`src/rtl/pio_pkg.sv`:
```
package pio_pkg;
  typedef enum logic [1:0] {
    OFS_A_DATA = 2'd0,
    OFS_A_CTRL = 2'd1,
    OFS_B_DATA = 2'd2,
    OFS_B_CTRL = 2'd3
  } pio_ofs_e;

  localparam int unsigned CB_L1_IEN   = 0;
  localparam int unsigned CB_L1_RISE  = 1;
  localparam int unsigned CB_DSEL     = 2;
  localparam int unsigned CB_L2_BIT3  = 3;
  localparam int unsigned CB_L2_BIT4  = 4;
  localparam int unsigned CB_L2_OUT   = 5;
  localparam int unsigned CB_FLAG2    = 6;
  localparam int unsigned CB_FLAG1    = 7;
  localparam int unsigned CTRL_WBITS  = 6;
endpackage

```
`src/rtl/pio_edge_sync.sv`:
```
module pio_edge_sync #(
  parameter int unsigned STAGES = 2
) (
  input  logic clk,
  input  logic rst_n,
  input  logic din,
  output logic rise,
  output logic fall
);
  localparam int unsigned LEN = STAGES + 1;
  logic [LEN-1:0] sh_q;

  always_ff @(posedge clk) begin
    if (!rst_n) sh_q <= '0;
    else        sh_q <= {sh_q[LEN-2:0], din};
  end

  // sh_q[STAGES-1] is the synchronised level, sh_q[STAGES] its previous value
  assign rise =  sh_q[STAGES-1] & ~sh_q[STAGES];
  assign fall = ~sh_q[STAGES-1] &  sh_q[STAGES];
endmodule

```
`src/rtl/pio_port.sv`:
```
module pio_port
  import pio_pkg::*;
#(
  parameter int unsigned DW           = 8,
  parameter bit          WRITE_STROBE = 1'b0
) (
  input  logic          clk,
  input  logic          rst_n,
  input  logic          wr_data,
  input  logic          wr_ctrl,
  input  logic          rd_data,
  input  logic [DW-1:0] wdata,
  input  logic [DW-1:0] pin_in,
  input  logic          l1_rise,
  input  logic          l1_fall,
  input  logic          l2_rise,
  input  logic          l2_fall,
  output logic [DW-1:0] dir_q,
  output logic [DW-1:0] out_q,
  output logic [7:0]    ctrl_rd,
  output logic [DW-1:0] data_rd,
  output logic          l2_out,
  output logic          l2_oe,
  output logic          irq
);
  logic [CTRL_WBITS-1:0] ctrl_q;
  logic                  flag1_q, flag2_q, l2_q;
  logic                  act1, act2, rd_clear, trig, l2_d;

  assign act1     = ctrl_q[CB_L1_RISE] ? l1_rise : l1_fall;
  assign act2     = ~ctrl_q[CB_L2_OUT] & (ctrl_q[CB_L2_BIT4] ? l2_rise : l2_fall);
  assign rd_clear = rd_data & ctrl_q[CB_DSEL];

  generate
    if (WRITE_STROBE) begin : g_wstrobe
      assign trig = wr_data & ctrl_q[CB_DSEL];
    end else begin : g_rstrobe
      assign trig = rd_data & ctrl_q[CB_DSEL];
    end
  endgenerate

  // second-line output next state
  always_comb begin
    l2_d = l2_q;
    if (wr_ctrl) begin
      if (wdata[CB_L2_OUT])
        l2_d = wdata[CB_L2_BIT4] ? wdata[CB_L2_BIT3] : 1'b1;
    end else if (ctrl_q[CB_L2_OUT] && !ctrl_q[CB_L2_BIT4]) begin
      if (trig)                       l2_d = 1'b0;
      else if (ctrl_q[CB_L2_BIT3])    l2_d = 1'b1;
      else if (WRITE_STROBE)          l2_d = (rd_clear && flag1_q) ? 1'b1 : l2_q;
      else                            l2_d = act1 ? 1'b1 : l2_q;
    end
  end

  always_ff @(posedge clk) begin
    if (!rst_n) begin
      dir_q   <= '0;
      out_q   <= '0;
      ctrl_q  <= '0;
      flag1_q <= 1'b0;
      flag2_q <= 1'b0;
      l2_q    <= 1'b0;
    end else begin
      if (wr_data && !ctrl_q[CB_DSEL]) dir_q <= wdata;
      if (wr_data &&  ctrl_q[CB_DSEL]) out_q <= wdata;
      if (wr_ctrl) ctrl_q <= wdata[CTRL_WBITS-1:0];
      if (act1)          flag1_q <= 1'b1;
      else if (rd_clear) flag1_q <= 1'b0;
      if (act2)          flag2_q <= 1'b1;
      else if (rd_clear) flag2_q <= 1'b0;
      l2_q <= l2_d;
    end
  end

  generate
    for (genvar i = 0; i < DW; i++) begin : g_bit
      assign data_rd[i] = ctrl_q[CB_DSEL] ? (dir_q[i] ? out_q[i] : pin_in[i]) : dir_q[i];
    end
  endgenerate

  assign ctrl_rd = {flag1_q, flag2_q, ctrl_q};
  assign l2_out  = l2_q;
  assign l2_oe   = ctrl_q[CB_L2_OUT];
  assign irq     = (flag1_q & ctrl_q[CB_L1_IEN])
                 | (flag2_q & ctrl_q[CB_L2_BIT3] & ~ctrl_q[CB_L2_OUT]);
endmodule

```
`src/rtl/pio_adapter.sv`:
```
module pio_adapter
  import pio_pkg::*;
#(
  parameter int unsigned DW        = 8,
  parameter int unsigned SYNC_STGS = 2
) (
  input  logic          clk,
  input  logic          rst_n,
  input  logic          bus_sel,
  input  logic          bus_wr,
  input  logic [1:0]    bus_addr,
  input  logic [DW-1:0] bus_wdata,
  output logic [DW-1:0] bus_rdata,
  input  logic [DW-1:0] pa_in,
  output logic [DW-1:0] pa_out,
  output logic [DW-1:0] pa_dir,
  input  logic          ca1,
  input  logic          ca2_in,
  output logic          ca2_out,
  output logic          ca2_oe,
  output logic          irq_a,
  input  logic [DW-1:0] pb_in,
  output logic [DW-1:0] pb_out,
  output logic [DW-1:0] pb_dir,
  input  logic          cb1,
  input  logic          cb2_in,
  output logic          cb2_out,
  output logic          cb2_oe,
  output logic          irq_b
);
  localparam int unsigned NLINES = 4;

  logic [NLINES-1:0] line_raw, line_rise, line_fall;
  logic [7:0]        a_ctrl_rd, b_ctrl_rd;
  logic [DW-1:0]     a_data_rd, b_data_rd;
  logic              wr_en, rd_en;

  assign line_raw = {cb2_in, cb1, ca2_in, ca1};

  generate
    for (genvar k = 0; k < NLINES; k++) begin : g_sync
      pio_edge_sync #(.STAGES(SYNC_STGS)) u_sync (
        .clk  (clk),
        .rst_n(rst_n),
        .din  (line_raw[k]),
        .rise (line_rise[k]),
        .fall (line_fall[k])
      );
    end
  endgenerate

  assign wr_en = bus_sel &  bus_wr;
  assign rd_en = bus_sel & ~bus_wr;

  pio_port #(.DW(DW), .WRITE_STROBE(1'b0)) u_port_a (
    .clk    (clk),
    .rst_n  (rst_n),
    .wr_data(wr_en && bus_addr == OFS_A_DATA),
    .wr_ctrl(wr_en && bus_addr == OFS_A_CTRL),
    .rd_data(rd_en && bus_addr == OFS_A_DATA),
    .wdata  (bus_wdata),
    .pin_in (pa_in),
    .l1_rise(line_rise[0]),
    .l1_fall(line_fall[0]),
    .l2_rise(line_rise[1]),
    .l2_fall(line_fall[1]),
    .dir_q  (pa_dir),
    .out_q  (pa_out),
    .ctrl_rd(a_ctrl_rd),
    .data_rd(a_data_rd),
    .l2_out (ca2_out),
    .l2_oe  (ca2_oe),
    .irq    (irq_a)
  );

  pio_port #(.DW(DW), .WRITE_STROBE(1'b1)) u_port_b (
    .clk    (clk),
    .rst_n  (rst_n),
    .wr_data(wr_en && bus_addr == OFS_B_DATA),
    .wr_ctrl(wr_en && bus_addr == OFS_B_CTRL),
    .rd_data(rd_en && bus_addr == OFS_B_DATA),
    .wdata  (bus_wdata),
    .pin_in (pb_in),
    .l1_rise(line_rise[2]),
    .l1_fall(line_fall[2]),
    .l2_rise(line_rise[3]),
    .l2_fall(line_fall[3]),
    .dir_q  (pb_dir),
    .out_q  (pb_out),
    .ctrl_rd(b_ctrl_rd),
    .data_rd(b_data_rd),
    .l2_out (cb2_out),
    .l2_oe  (cb2_oe),
    .irq    (irq_b)
  );

  always_comb begin
    bus_rdata = '0;
    if (rd_en) begin
      unique case (bus_addr)
        OFS_A_DATA: bus_rdata = a_data_rd;
        OFS_A_CTRL: bus_rdata = DW'(a_ctrl_rd);
        OFS_B_DATA: bus_rdata = b_data_rd;
        default:    bus_rdata = DW'(b_ctrl_rd);
      endcase
    end
  end
endmodule

```
`config.mk`:
```
export PLATFORM = sky130hd
export DESIGN_NAME = pio_adapter
export DESIGN_NICKNAME = d
export VERILOG_FILES = /design/src/rtl/pio_pkg.sv /design/src/rtl/pio_edge_sync.sv /design/src/rtl/pio_port.sv /design/src/rtl/pio_adapter.sv
export SDC_FILE = /design/constraint.sdc
export NUM_CORES = 1
export LEC_CHECK = 0
export BUFFER_PORTS_ARGS = -buffer_cell sky130_fd_sc_hd__clkbuf_2
export CAP_MARGIN = 40
export CORE_MARGIN = 2
export CORE_UTILIZATION = 56
export DETAILED_ROUTE_END_ITERATION = 6
export PLACE_DENSITY = 0.95
export SYNTH_ARGS = -nofsm -noshare
export SYNTH_HDL_FRONTEND = slang
export SYNTH_SLANG_ARGS = --single-unit
```
`constraint.sdc`:
```
create_clock -name clk -period 2 [get_ports clk]
set_clock_uncertainty 0.05 [all_clocks]
set_input_delay 0 -clock clk [delete_from_list [all_inputs] [get_ports clk]]
set_output_delay 0 -clock clk [all_outputs]
set_load 0.05 [all_outputs]
```
==> results.json <==
{
  "outcome": "finished clean",
  "required_ns": 1.95,
  "finalMaxSlewViolations": 0,
  "hold_path_class": "input port to flip-flop",
  "yosys.area_share.simple": 0.229,
  "n_antenna_cell": 0,
  "vias": 2909,
  "finalNonFillerCells": 501,
  "p_int_mw": 1.83,
  "setup.worst_path.class": "flip-flop to output pin",
  "finalHoldViolCount": 0,
  "place_area_um2": 3440,
  "grt_pass1_wl_mm": 13.0,
  "cts_buffers": 9,
  "p_seq_frac": 0.518,
  "rows": 26,
  "cp-start-kind": "flip-flop",
  "layout.nets": 462,
  "power.density_nw_per_um2": 665,
  "yosys.cell_types.count": 41,
  "place_hpwl_mm": 5.65,
  "synth_fa_ha_area_frac": 0,
  "place_inst": 475,
  "clock_latency_ns": 0.33,
  "p_leak_nw": 1.45,
  "pwr-share-comb": 0.114,
  "grt-ovfl-total": 0,
  "clkPwrFrac": 0.368,
  "grt_max_degree": 49,
  "switching_share": 0.259,
  "cp_data_arrival_time_ns": 1.90,
  "die_area_um2": 5880,
  "clock_path_buffers": 2,
  "critPathCaptureType": "output pin",
  "cts.sinks": 62,
  "layout-drive-gt1-share": 0.255,
  "p_total_mw": 2.48,
  "io_pins": 80,
  "hold_ws_ns": 0.122,
  "route.met3.wl_um": 691,
  "place_congestion": 0.965,
  "yosysMostFrequentCell": "dfxtp_1",
  "synth_mux_area_frac": 0.112,
  "synth_compound_area_frac": 0.183,
  "final_area_um2": 3720,
  "initialDrtViolationCount": 251,
  "synth_common_cells": "dfxtp_1, nand2_1, nor2b_1",
  "setup_viol": 0,
  "cts_root_buf": "clkbuf_8",
  "p_sw_mw": 0.641,
  "syn_area_um2": 2960,
  "tightest_slew_ns": 0.749,
  "port_buffers": 79,
  "relSlewSlack": 0.501,
  "period_needed_ns": 1.95,
  "start_util": 0.580,
  "grt_pass1_vias": 2755,
  "synthTopCellsByArea": "dfxtp_1, mux2i_1, nor2b_1",
  "drc": 0,
  "wl_met1_mm": 3.27,
  "avgSynthCellArea_um2": 8.76,
  "highest_layer": "met4",
  "cts_tree": "built",
  "synth_top_area_share": 0.419,
  "synth_top_family_by_area": "simple AND/OR/NAND/NOR gates",
  "post_cts_buffers": 0,
  "synthesis.instances": 338,
  "drtAntennaViolNets": 0,
  "grt_usage": 0.282,
  "wl_per_cell_um": 16.5,
  "async_reset_ff_frac": 0,
  "yosys_warnings": 0,
  "syn_nets": 372,
  "area_growth_pct": 25.8,
  "antenna_found_initial": 0,
  "ir_drop_uv": 650,
  "synth_largest_area_cell": "dfxtp_1",
  "cts_max_level": 3,
  "synth-edff-count": 0,
  "fin_crit_sh": 0.975,
  "ys_seq_area_frac": 0.419,
  "clock.fmax_mhz": 513,
  "synth_seq_cells": 62,
  "via_per_inst": 5.81,
  "rsz0062_at_grt": "no",
  "route.met2.wl_mm": 4.00,
  "max_cap_viol_count": 0,
  "crit_fanout": 18,
  "tns_ns": 0,
  "die_w_um": 76.7,
  "dr.pass1.iters": 6,
  "core-area_um2": 5110,
  "cts.reportedPaths.clkPinSlew_ns": 0.07,
  "die_y_um": 76.7,
  "synth_ff_type": "dfxtp_1",
  "synth_xor_area_frac": 0,
  "wirelength_mm": 8.28
}
[registers in the layout (all words and copies together), names as in the netlist, 6 cells and up]
signal / flops
u_port_a.out_q: 8
u_port_a.dir_q: 8
u_port_b.dir_q: 8
g_sync.u_sync.sh_q: 12
u_port_b.out_q: 8
u_port_b.ctrl_q: 6
u_port_a.ctrl_q: 6
[worst max-delay path, stage by stage (launching register included)]
cell      delay [ns]
dfxtp_2         0.39
buf_12          0.17
a21oi_1         0.07
a311oi_1        0.34
a21oi_1         0.08
a21oi_1         0.23
clkbuf_4        0.28
[layout make-up]
cell class,count,area (µm²)
Multi-Input combinational cell,237,1560
Sequential cell,62,1250
Clock inverter,2,10.0
Inverter,16,60.1
Clock buffer,12,145
Tap cell,70,87.6
Fill cell,371,1380
Timing Repair Buffer,102,618
[metrics by stage]
stage               setup WS (ns)  utilization
detailed placement          0.121        0.673
floorplan                  0.0733            -
finish                     0.0508        0.729
CTS                       0.00612        0.727
global placement            0.279        0.673
global route              0.00301        0.729
[power by group through the flow]
stage / logic [mW] / registers (mW) / clock network (mW)
2_1_floorplan: 0.142 / 1.33 / 0
3_3_place_gp: 0.247 / 1.31 / 0
3_5_place_dp: 0.254 / 1.31 / 0
4_1_cts: 0.276 / 1.28 / 0.923
5_1_grt: 0.301 / 1.29 / 0.972
6_report: 0.283 / 1.28 / 0.910
[final timing paths]
path	startpoint	endpoint	slack [ns]	cells after the start
worst max-delay path	u_port_b.ctrl_q[2]	bus_rdata[5]	0.05	6
worst min-delay path	bus_wr	u_port_a.out_q[7]	0.12	4
worst max register to register	u_port_b.ctrl_q[2]	u_port_b.out_q[1]	0.30	6
worst min register to register	g_sync[3].u_sync.sh_q[0]	g_sync[3].u_sync.sh_q[1]	0.38	1
[what timing repair did]
action	in CTS	in global routing
hold buffers	12	0
gates resized for setup	2	6
endpoints found under the hold margin	30	0
setup endpoints to repair	8	7
[cell families after synthesis]
family | Yosys count
simple gates | 118
compound gates | 86
flops | 62
mux | 33
buf+inv | 39
[placed cells by master, fill, tap and decap left out, drive strengths merged, types with 2 or more instances in the layout]
cell / instances
inv: 16
buf: 11
a211oi: 2
and3b: 2
nand2b: 2
and2: 12
a21oi: 30
a21o: 2
nand2: 39
nor2: 7
nor4: 2
dlygate4sd3: 12
clkinv: 2
a311oi: 8
nor2b: 37
dfxtp: 62
nand3: 2
o21ai: 15
nand3b: 7
nor3: 2
nand4: 3
clkbuf: 91
a31oi: 6
mux2i: 33
a21boi: 15
[routing by layer]
layer,up-vias,track usage
met5,-,0
met4,0,0.120
met3,34,0.0765
met2,174,0.489
met1,1348,0.325
li1,1353,-
Note: power is estimated with default switching activity, not from simulation.
